File: src/rtl/ssc_pkg.sv
package ssc_pkg;
  typedef enum logic [1:0] {ST_IDLE, ST_LOAD, ST_RAMP, ST_FAULT} ssc_state_e;
  localparam logic [1:0] SPREAD_CENTER = 2'd1;
  localparam logic [1:0] SPREAD_DOWN   = 2'd3;
endpackage

File: src/rtl/ssc_cfg_chk.sv
module ssc_cfg_chk import ssc_pkg::*; #(
  parameter int DEPTH_W    = 9,
  parameter int QLEN_W     = 8,
  parameter int DEPTH_MIN  = 10,
  parameter int DEPTH_MAX  = 310,
  parameter int DEPTH_STEP = 10,
  parameter int QLEN_MIN   = 50,
  parameter int QLEN_MAX   = 195
) (
  input  logic [DEPTH_W-1:0] depth_i,
  input  logic [1:0]         spread_i,
  input  logic [QLEN_W-1:0]  qlen_i,
  input  logic [DEPTH_W-1:0] lim_i,
  output logic               ok_o
);
  localparam int PW = DEPTH_W + 4;
  localparam logic [DEPTH_W-1:0] DMIN  = DEPTH_W'(DEPTH_MIN);
  localparam logic [DEPTH_W-1:0] DMAX  = DEPTH_W'(DEPTH_MAX);
  localparam logic [DEPTH_W-1:0] DSTEP = DEPTH_W'(DEPTH_STEP);
  localparam logic [QLEN_W-1:0]  QMIN  = QLEN_W'(QLEN_MIN);
  localparam logic [QLEN_W-1:0]  QMAX  = QLEN_W'(QLEN_MAX);

  logic depth_ok, spread_ok, qlen_ok, peak_ok;
  logic [PW-1:0] peak6, lim10;

  assign depth_ok  = (depth_i >= DMIN) && (depth_i <= DMAX) && ((depth_i % DSTEP) == '0);
  assign spread_ok = (spread_i == SPREAD_CENTER) || (spread_i == SPREAD_DOWN);
  assign qlen_ok   = (qlen_i >= QMIN) && (qlen_i <= QMAX);
  // center peak reaches 1.2 * depth/2 -> compare 6*depth against 10*lim
  assign peak6     = PW'(depth_i) * PW'(6);
  assign lim10     = PW'(lim_i) * PW'(10);
  assign peak_ok   = (spread_i != SPREAD_CENTER) || (peak6 <= lim10);
  assign ok_o      = depth_ok && spread_ok && qlen_ok && peak_ok;
endmodule

File: src/rtl/ssc_step_div.sv
module ssc_step_div #(
  parameter int NW = 33,
  parameter int DW = 9
) (
  input  logic          clk_i,
  input  logic          rst_ni,
  input  logic          start_i,
  input  logic [NW-1:0] num_i,
  input  logic [DW-1:0] den_i,
  output logic          done_o,
  output logic [NW-1:0] quo_o
);
  localparam int CW = $clog2(NW + 1);

  logic [NW-1:0] quo_q;
  logic [DW-1:0] rem_q, den_q;
  logic [CW-1:0] cnt_q;
  logic          done_q;
  logic [DW:0]   rem_sh, rem_sub, rem_nx;
  logic          ge;
  logic          unused_rem_msb;

  assign rem_sh  = {rem_q, quo_q[NW-1]};
  assign ge      = rem_sh >= {1'b0, den_q};
  assign rem_sub = rem_sh - {1'b0, den_q};
  assign rem_nx  = ge ? rem_sub : rem_sh;
  assign unused_rem_msb = rem_nx[DW];

  always_ff @(posedge clk_i or negedge rst_ni) begin
    if (!rst_ni) begin
      quo_q  <= '0;
      rem_q  <= '0;
      den_q  <= '0;
      cnt_q  <= '0;
      done_q <= 1'b0;
    end else begin
      done_q <= 1'b0;
      if (start_i) begin
        quo_q <= num_i;
        rem_q <= '0;
        den_q <= den_i;
        cnt_q <= CW'(NW);
      end else if (cnt_q != '0) begin
        quo_q  <= {quo_q[NW-2:0], ge};
        rem_q  <= rem_nx[DW-1:0];
        cnt_q  <= cnt_q - CW'(1);
        done_q <= (cnt_q == CW'(1));
      end
    end
  end

  assign done_o = done_q;
  assign quo_o  = quo_q;
endmodule

File: src/rtl/ssc_tri_acc.sv
module ssc_tri_acc #(
  parameter int FB      = 24,
  parameter int DEPTH_W = 9,
  parameter int QLEN_W  = 8,
  parameter int NW      = DEPTH_W + FB,
  parameter int OW      = DEPTH_W + FB + 1
) (
  input  logic                 clk_i,
  input  logic                 rst_ni,
  input  logic                 clr_i,
  input  logic                 run_i,
  input  logic                 down_i,
  input  logic [DEPTH_W-1:0]   depth_i,
  input  logic [QLEN_W-1:0]    qlen_i,
  input  logic [NW-1:0]        step_i,
  output logic signed [OW-1:0] acc_o,
  output logic                 wrap_o
);
  logic [1:0]          seg_q;
  logic [QLEN_W-1:0]   cnt_q;
  logic signed [OW-1:0] acc_q, acc_nx, unit, stp, seg_end;
  logic                up, last;

  assign unit = $signed({{(OW-DEPTH_W){1'b0}}, depth_i}) <<< (FB-1);
  assign stp  = $signed({1'b0, step_i});
  assign last = (cnt_q == qlen_i - QLEN_W'(1));

  // segment direction and exact turning point
  always_comb begin
    case ({down_i, seg_q})
      3'b000:  begin up = 1'b1; seg_end = unit;          end
      3'b001:  begin up = 1'b0; seg_end = '0;            end
      3'b010:  begin up = 1'b0; seg_end = -unit;         end
      3'b011:  begin up = 1'b1; seg_end = '0;            end
      3'b100:  begin up = 1'b0; seg_end = -unit;         end
      3'b101:  begin up = 1'b0; seg_end = -(unit <<< 1); end
      3'b110:  begin up = 1'b1; seg_end = -unit;         end
      default: begin up = 1'b1; seg_end = '0;            end
    endcase
  end

  assign acc_nx = last ? seg_end : (up ? acc_q + stp : acc_q - stp);

  always_ff @(posedge clk_i or negedge rst_ni) begin
    if (!rst_ni) begin
      acc_q <= '0;
      seg_q <= '0;
      cnt_q <= '0;
    end else if (clr_i) begin
      acc_q <= '0;
      seg_q <= '0;
      cnt_q <= '0;
    end else if (run_i) begin
      acc_q <= acc_nx;
      if (last) begin
        cnt_q <= '0;
        seg_q <= seg_q + 2'd1;
      end else begin
        cnt_q <= cnt_q + QLEN_W'(1);
      end
    end
  end

  assign acc_o  = acc_q;
  assign wrap_o = run_i && last && (seg_q == 2'd3);
endmodule

File: src/rtl/ssc_mod_gen.sv
module ssc_mod_gen import ssc_pkg::*; #(
  parameter int FB          = 24,
  parameter int DEPTH_W     = 9,
  parameter int QLEN_W      = 8,
  parameter int REF_HZ      = 25_000_000,
  parameter int MIN_MOD_HZ  = 32_000,
  parameter int QLEN_MIN    = 50
) (
  input  logic                         clk_i,
  input  logic                         rst_ni,
  input  logic                         en_i,
  input  logic [QLEN_W-1:0]            qlen_i,
  input  logic [DEPTH_W-1:0]           depth_i,
  input  logic [1:0]                   spread_i,
  input  logic [DEPTH_W-1:0]           lim_i,
  output logic signed [DEPTH_W+FB:0]   offset_o,
  output logic                         err_o,
  output logic                         active_o
);
  localparam int NW       = DEPTH_W + FB;
  localparam int OW       = NW + 1;
  localparam int DW       = QLEN_W + 1;
  localparam int QLEN_MAX = REF_HZ / (4 * MIN_MOD_HZ);

  ssc_state_e           state_q;
  logic [DEPTH_W-1:0]   depth_q, lim_q;
  logic [QLEN_W-1:0]    qlen_q;
  logic [1:0]           spread_q;
  logic                 down_q;
  logic                 cfg_ok, changed, wrap, sample, run;
  logic                 div_done;
  logic [NW-1:0]        div_quo;
  logic signed [OW-1:0] acc;

  ssc_cfg_chk #(
    .DEPTH_W(DEPTH_W), .QLEN_W(QLEN_W), .DEPTH_MIN(10), .DEPTH_MAX(310),
    .DEPTH_STEP(10), .QLEN_MIN(QLEN_MIN), .QLEN_MAX(QLEN_MAX)
  ) u_chk_cfg (
    .depth_i(depth_i), .spread_i(spread_i), .qlen_i(qlen_i), .lim_i(lim_i), .ok_o(cfg_ok)
  );

  assign changed = (depth_i != depth_q) || (qlen_i != qlen_q) ||
                   (spread_i != spread_q) || (lim_i != lim_q);
  assign sample  = en_i && ((state_q == ST_IDLE) ||
                            ((state_q == ST_RAMP) && wrap && changed));
  assign run     = en_i && (state_q == ST_RAMP);
  assign down_q  = (spread_q == SPREAD_DOWN);

  always_ff @(posedge clk_i or negedge rst_ni) begin
    if (!rst_ni) begin
      state_q  <= ST_IDLE;
      depth_q  <= '0;
      lim_q    <= '0;
      qlen_q   <= '0;
      spread_q <= '0;
    end else begin
      if (sample) begin
        depth_q  <= depth_i;
        lim_q    <= lim_i;
        qlen_q   <= qlen_i;
        spread_q <= spread_i;
      end
      if (!en_i) begin
        state_q <= ST_IDLE;
      end else begin
        case (state_q)
          ST_IDLE:  state_q <= cfg_ok ? ST_LOAD : ST_FAULT;
          ST_LOAD:  if (div_done) state_q <= ST_RAMP;
          ST_RAMP:  if (wrap && changed) state_q <= cfg_ok ? ST_LOAD : ST_FAULT;
          default:  state_q <= ST_FAULT;
        endcase
      end
    end
  end

  ssc_step_div #(.NW(NW), .DW(DW)) u_div (
    .clk_i(clk_i), .rst_ni(rst_ni),
    .start_i(sample && cfg_ok),
    .num_i({depth_i, {FB{1'b0}}}),
    .den_i({qlen_i, 1'b0}),
    .done_o(div_done), .quo_o(div_quo)
  );

  ssc_tri_acc #(.FB(FB), .DEPTH_W(DEPTH_W), .QLEN_W(QLEN_W), .NW(NW), .OW(OW)) u_tri (
    .clk_i(clk_i), .rst_ni(rst_ni),
    .clr_i(!run), .run_i(run), .down_i(down_q),
    .depth_i(depth_q), .qlen_i(qlen_q), .step_i(div_quo),
    .acc_o(acc), .wrap_o(wrap)
  );

  assign offset_o = acc;
  assign err_o    = (state_q == ST_FAULT);
  assign active_o = (state_q == ST_RAMP);
endmodule

File: config.mk
export PLATFORM = sky130hd
export DESIGN_NAME = ssc_mod_gen
export DESIGN_NICKNAME = d
export VERILOG_FILES = /design/src/rtl/ssc_pkg.sv /design/src/rtl/ssc_cfg_chk.sv /design/src/rtl/ssc_step_div.sv /design/src/rtl/ssc_tri_acc.sv /design/src/rtl/ssc_mod_gen.sv
export SDC_FILE = /design/constraint.sdc
export NUM_CORES = 1
export LEC_CHECK = 0
export BUFFER_PORTS_ARGS = -buffer_cell sky130_fd_sc_hd__buf_2
export CAP_MARGIN = 40
export CORE_MARGIN = 2
export CORE_UTILIZATION = 30
export CTS_BUF_LIST = sky130_fd_sc_hd__clkbuf_16
export DETAILED_ROUTE_END_ITERATION = 7
export PLACE_DENSITY = 0.51
export SYNTH_ARGS = -nofsm -noshare
export SYNTH_HDL_FRONTEND = slang
export SYNTH_SLANG_ARGS = --single-unit
File: constraint.sdc
create_clock -name clk_i -period 4.9 [get_ports clk_i]
set_input_delay 0.98 -clock clk_i [delete_from_list [all_inputs] [get_ports clk_i]]
set_output_delay 0.98 -clock clk_i [all_outputs]
set_load 0.02 [all_outputs]
==> flow_metrics.py <==
metrics = {
    "sta": {
        "clock_skew_ps": 9.870,
        "hold_viol": 0,
        "fin_ws_ps": -612.1,
        "fin_crit_ps": 5512,
        "slew_violations": 0,
        "tightest_slew_ps": 823.4,
        "fmax_mhz": 181.4,
        "rsz0062_at_grt": "true",
        "max-slew-margin-rel": 0.4463,
        "finalSetupViolCount": 58,
        "finalCritPeriodShare": 1.125,
    },
    "placed_design": {
        "gp_congestion": 0.8562,
        "dp_hpwl_um": 25070,
        "numPortBuffers": 66,
        "placedCellCount": 2062,
    },
    "synth": {
        "syn_nets": 1506,
        "ys_top_cells_by_area": "dfrtp_1, ha_1, xor2_1",
        "ys_seq_elements": 131,
        "yosysSeqAreaShare": 0.2834,
        "synth_top_area_cell": "dfrtp_1",
        "ys_async_sr_fraction": 1.000,
        "avgSynthCellArea_um2": 8.504,
        "yosys.area.top_type_share": 0.2834,
        "synth_edf_count": 0,
        "synth_ff_type": "dfrtp_1",
        "synth.distinct_cells": 96,
        "yosys_warnings": 0,
        "synthCells": 1360,
        "synthesis.area_mm2": 0.01157,
        "yosysMostFrequentCell": "nand2_1",
        "yosys-top-cells-count": "nand2_1, dfrtp_1, ha_1, a21oi_1, nor2_1",
    },
    "setup_path": {
        "cp.required_ps": 5210,
        "r2r_cells": 21,
        "path_delay_family": "compound AO/OA/AOI/OAI gates",
        "r2r-start": "u_div.quo_o[0]",
        "critPathLaunchType": "input port",
        "critical_path_depth": 24,
        "timing.critical_path.buf_inv": 6,
        "critPathLaunch": "depth_i[5]",
        "cp.arrival_ps": 5830,
        "path_max_fanout": 7,
        "cp-end-kind": "flop",
        "slowest_stage": "o311ai_4",
        "worstPathCellList": "buf_6, buf_4, ha_1, a2111oi_4, buf_6, xnor2_4, o311ai_4, a31oi_2, a311oi_4, nor4_4, buf_4, o21a_4, a311oi_4, and2_4, xnor2_4, inv_2, ha_4, or3_4, mux2i_2, a221oi_2, or3_4, nor2_8, bufbuf_16, o21ai_1",
        "slowest_delay_ps": 390,
        "critPathKind": "in2reg",
    },
    "status": {
        "violations": "setup timing",
        "status": "complete, but fails checks",
    },
    "floorplan": {
        "ios": 67,
        "die-area_mm2": 0.04014,
        "fp.dieW_um": 200.4,
        "core_area_mm2": 0.03784,
        "rows": 71,
        "die_y_um": 200.4,
        "start_util": 0.3056,
    },
    "detailed_routing": {
        "drtAntennaViolNets": 0,
        "vias": 10760,
        "drc": 0,
        "drt_wl_total_um": 33570,
        "routedWlPerCell_um": 15.80,
        "vias_per_cell": 5.062,
        "drtPass1Iterations": 4,
        "drtIter0Drc": 458,
    },
    "global_route": {
        "grt_pass1_vias": 10620,
        "overflow": 0,
        "grt_usage": 0.1651,
        "antenna_found_initial": 0,
        "grt_max_degree": 64,
        "grt_pass1_wl_um": 54770,
    },
    "clocking": {
        "clock_tree.root_cell": "clkbuf_16",
        "worstSkewPairLatency_ps": 430,
        "cts_buffer_depth": 2,
        "clkTransAtPathRegs_ps": 60,
        "htree_levels": 4,
        "cts_tree": "done",
        "cts_buffers": 17,
        "clkSinkCount": 131,
    },
    "finish": {
        "drive_above_1_share": 0.3123,
        "n_antenna_cell": 0,
        "fin_cells": 2125,
        "syn_to_final_growth_pct": 35.19,
        "final_nets": 1747,
        "final_util": 0.4132,
    },
    "power_and_ir_drop": {
        "power.density_mw_per_mm2": 484.4,
        "ir_worst_vdd_mv": 0.2585,
        "p_leak_uw": 0.007154,
    },
    "worst_hold_path": {
        "hp-class": "in2async",
    },
    "job": {
        "maxCapViolCount": 0,
    },
}
path summary, 6_finish.rpt:
path                              endpoint  slack (ps)
min in group clk_i                lim_q[1]         510
min                         u_tri.cnt_q[3]         480
max in group asynchronous   u_tri.acc_o[0]        3400
max reg2reg                u_tri.acc_o[32]         190
max                         u_div.den_q[7]        -610
min reg2reg                       lim_q[1]         510
area by class of cell:
cell class	instances	area, um^2
Fill cell	3796	22210
Tap cell	511	639.4
Timing Repair Buffer	280	2220
Multi-Input combinational cell	1093	8605
Inverter	78	326.6
Clock inverter	15	142.6
Sequential cell	131	3278
Clock buffer	17	425.4
power breakdown:
part           switching, uW  total (uW)  leakage (uW)  internal, uW
registers                395        1820       0.00160          1420
logic                   2360        4510       0.00528          2150
clock network            572        1250      0.000279           673
total                   3330        7570       0.00715          4250
stage by stage:
step	TNS (ps)	power [uW]	worst slack, ps	hold slack (ps)	cell area [um^2]
3_3_place_gp	-65340	5792	-1189	483.3	13950
2_1_floorplan	-54560	4637	-1041	468.9	11850
3_5_place_dp	-71470	5864	-1283	496.5	13990
5_1_grt	-40920	8210	-777.6	489.3	15640
6_report	-31230	7574	-612.1	476.9	15640
4_1_cts	-29960	7340	-569.4	479.4	15300
per-layer routing:
metal | global-route usage | part of all wire
met1 | 0.2207 | 0.48
met2 | 0.2791 | 0.48
met3 | 0.02229 | 0.030
met4 | 0.04497 | 0.017
met5 | 0 | 0
registers in the layout, indices dropped and copies added (netlist names):
signal	flops
depth_q	9
lim_q	9
qlen_q	8
spread_q	2
state_q	2
u_div.cnt_q	6
u_div.den_q	8
u_div.done_o	1
u_div.quo_o	33
u_div.rem_q	9
u_tri.acc_o	34
u_tri.cnt_q	8
u_tri.seg_q	2
placed cells by master (no fill, tap or decap), drive strengths merged, types with 5 or more instances in the layout:
| cell type | synthesis | final |
|---|---|---|
| buf | 22 | 279 |
| nand2 | 140 | 140 |
| dfrtp | 131 | 131 |
| ha | 111 | 111 |
| a21oi | 103 | 103 |
| nor2 | 87 | 87 |
| inv | 76 | 84 |
| o21ai | 84 | 84 |
| xor2 | 73 | 73 |
| xnor2 | 53 | 53 |
| nor3 | 49 | 49 |
| nand3 | 37 | 37 |
| a21o | 27 | 27 |
| o21a | 23 | 23 |
| mux2 | 22 | 22 |
| nor4 | 20 | 20 |
| and3 | 19 | 19 |
| clkbuf | 37 | 17 |
| nand4 | 16 | 16 |
| nor2b | 16 | 16 |
| nand2b | 16 | 16 |
| o22ai | 14 | 14 |
| a211oi | 14 | 14 |
| mux2i | 13 | 13 |
| a22oi | 12 | 12 |
| a31oi | 12 | 12 |
| o31ai | 11 | 11 |
| or3 | 11 | 11 |
| o211ai | 10 | 10 |
| and2 | 9 | 9 |
| o21bai | 7 | 7 |
| clkinv | 2 | 7 |
| or2 | 6 | 6 |
| a221oi | 6 | 6 |
| a2111oi | 6 | 6 |
| a211o | 5 | 5 |
what timing repair did:
action | CTS | global route
pin swaps | 37 | 44
resized for setup | 99 | 74
setup endpoints to repair | 66 | 70
cloned | 5 | 1
buffers inserted | 22 | 8
hold buffers | 0 | 0
kinds of logic (layout without fill, tap and decap cells):
group,count (synthesis),in the layout,synth area share
xor+xnor,126,126,0.09606
fa+ha+maj,116,116,0.1279
flops,131,131,0.2834
buf+inv,137,390,0.04803
compound gates,372,373,0.2178
simple gates,443,443,0.1942
mux,35,35,0.03267
Power figures use the tool's default switching activity.
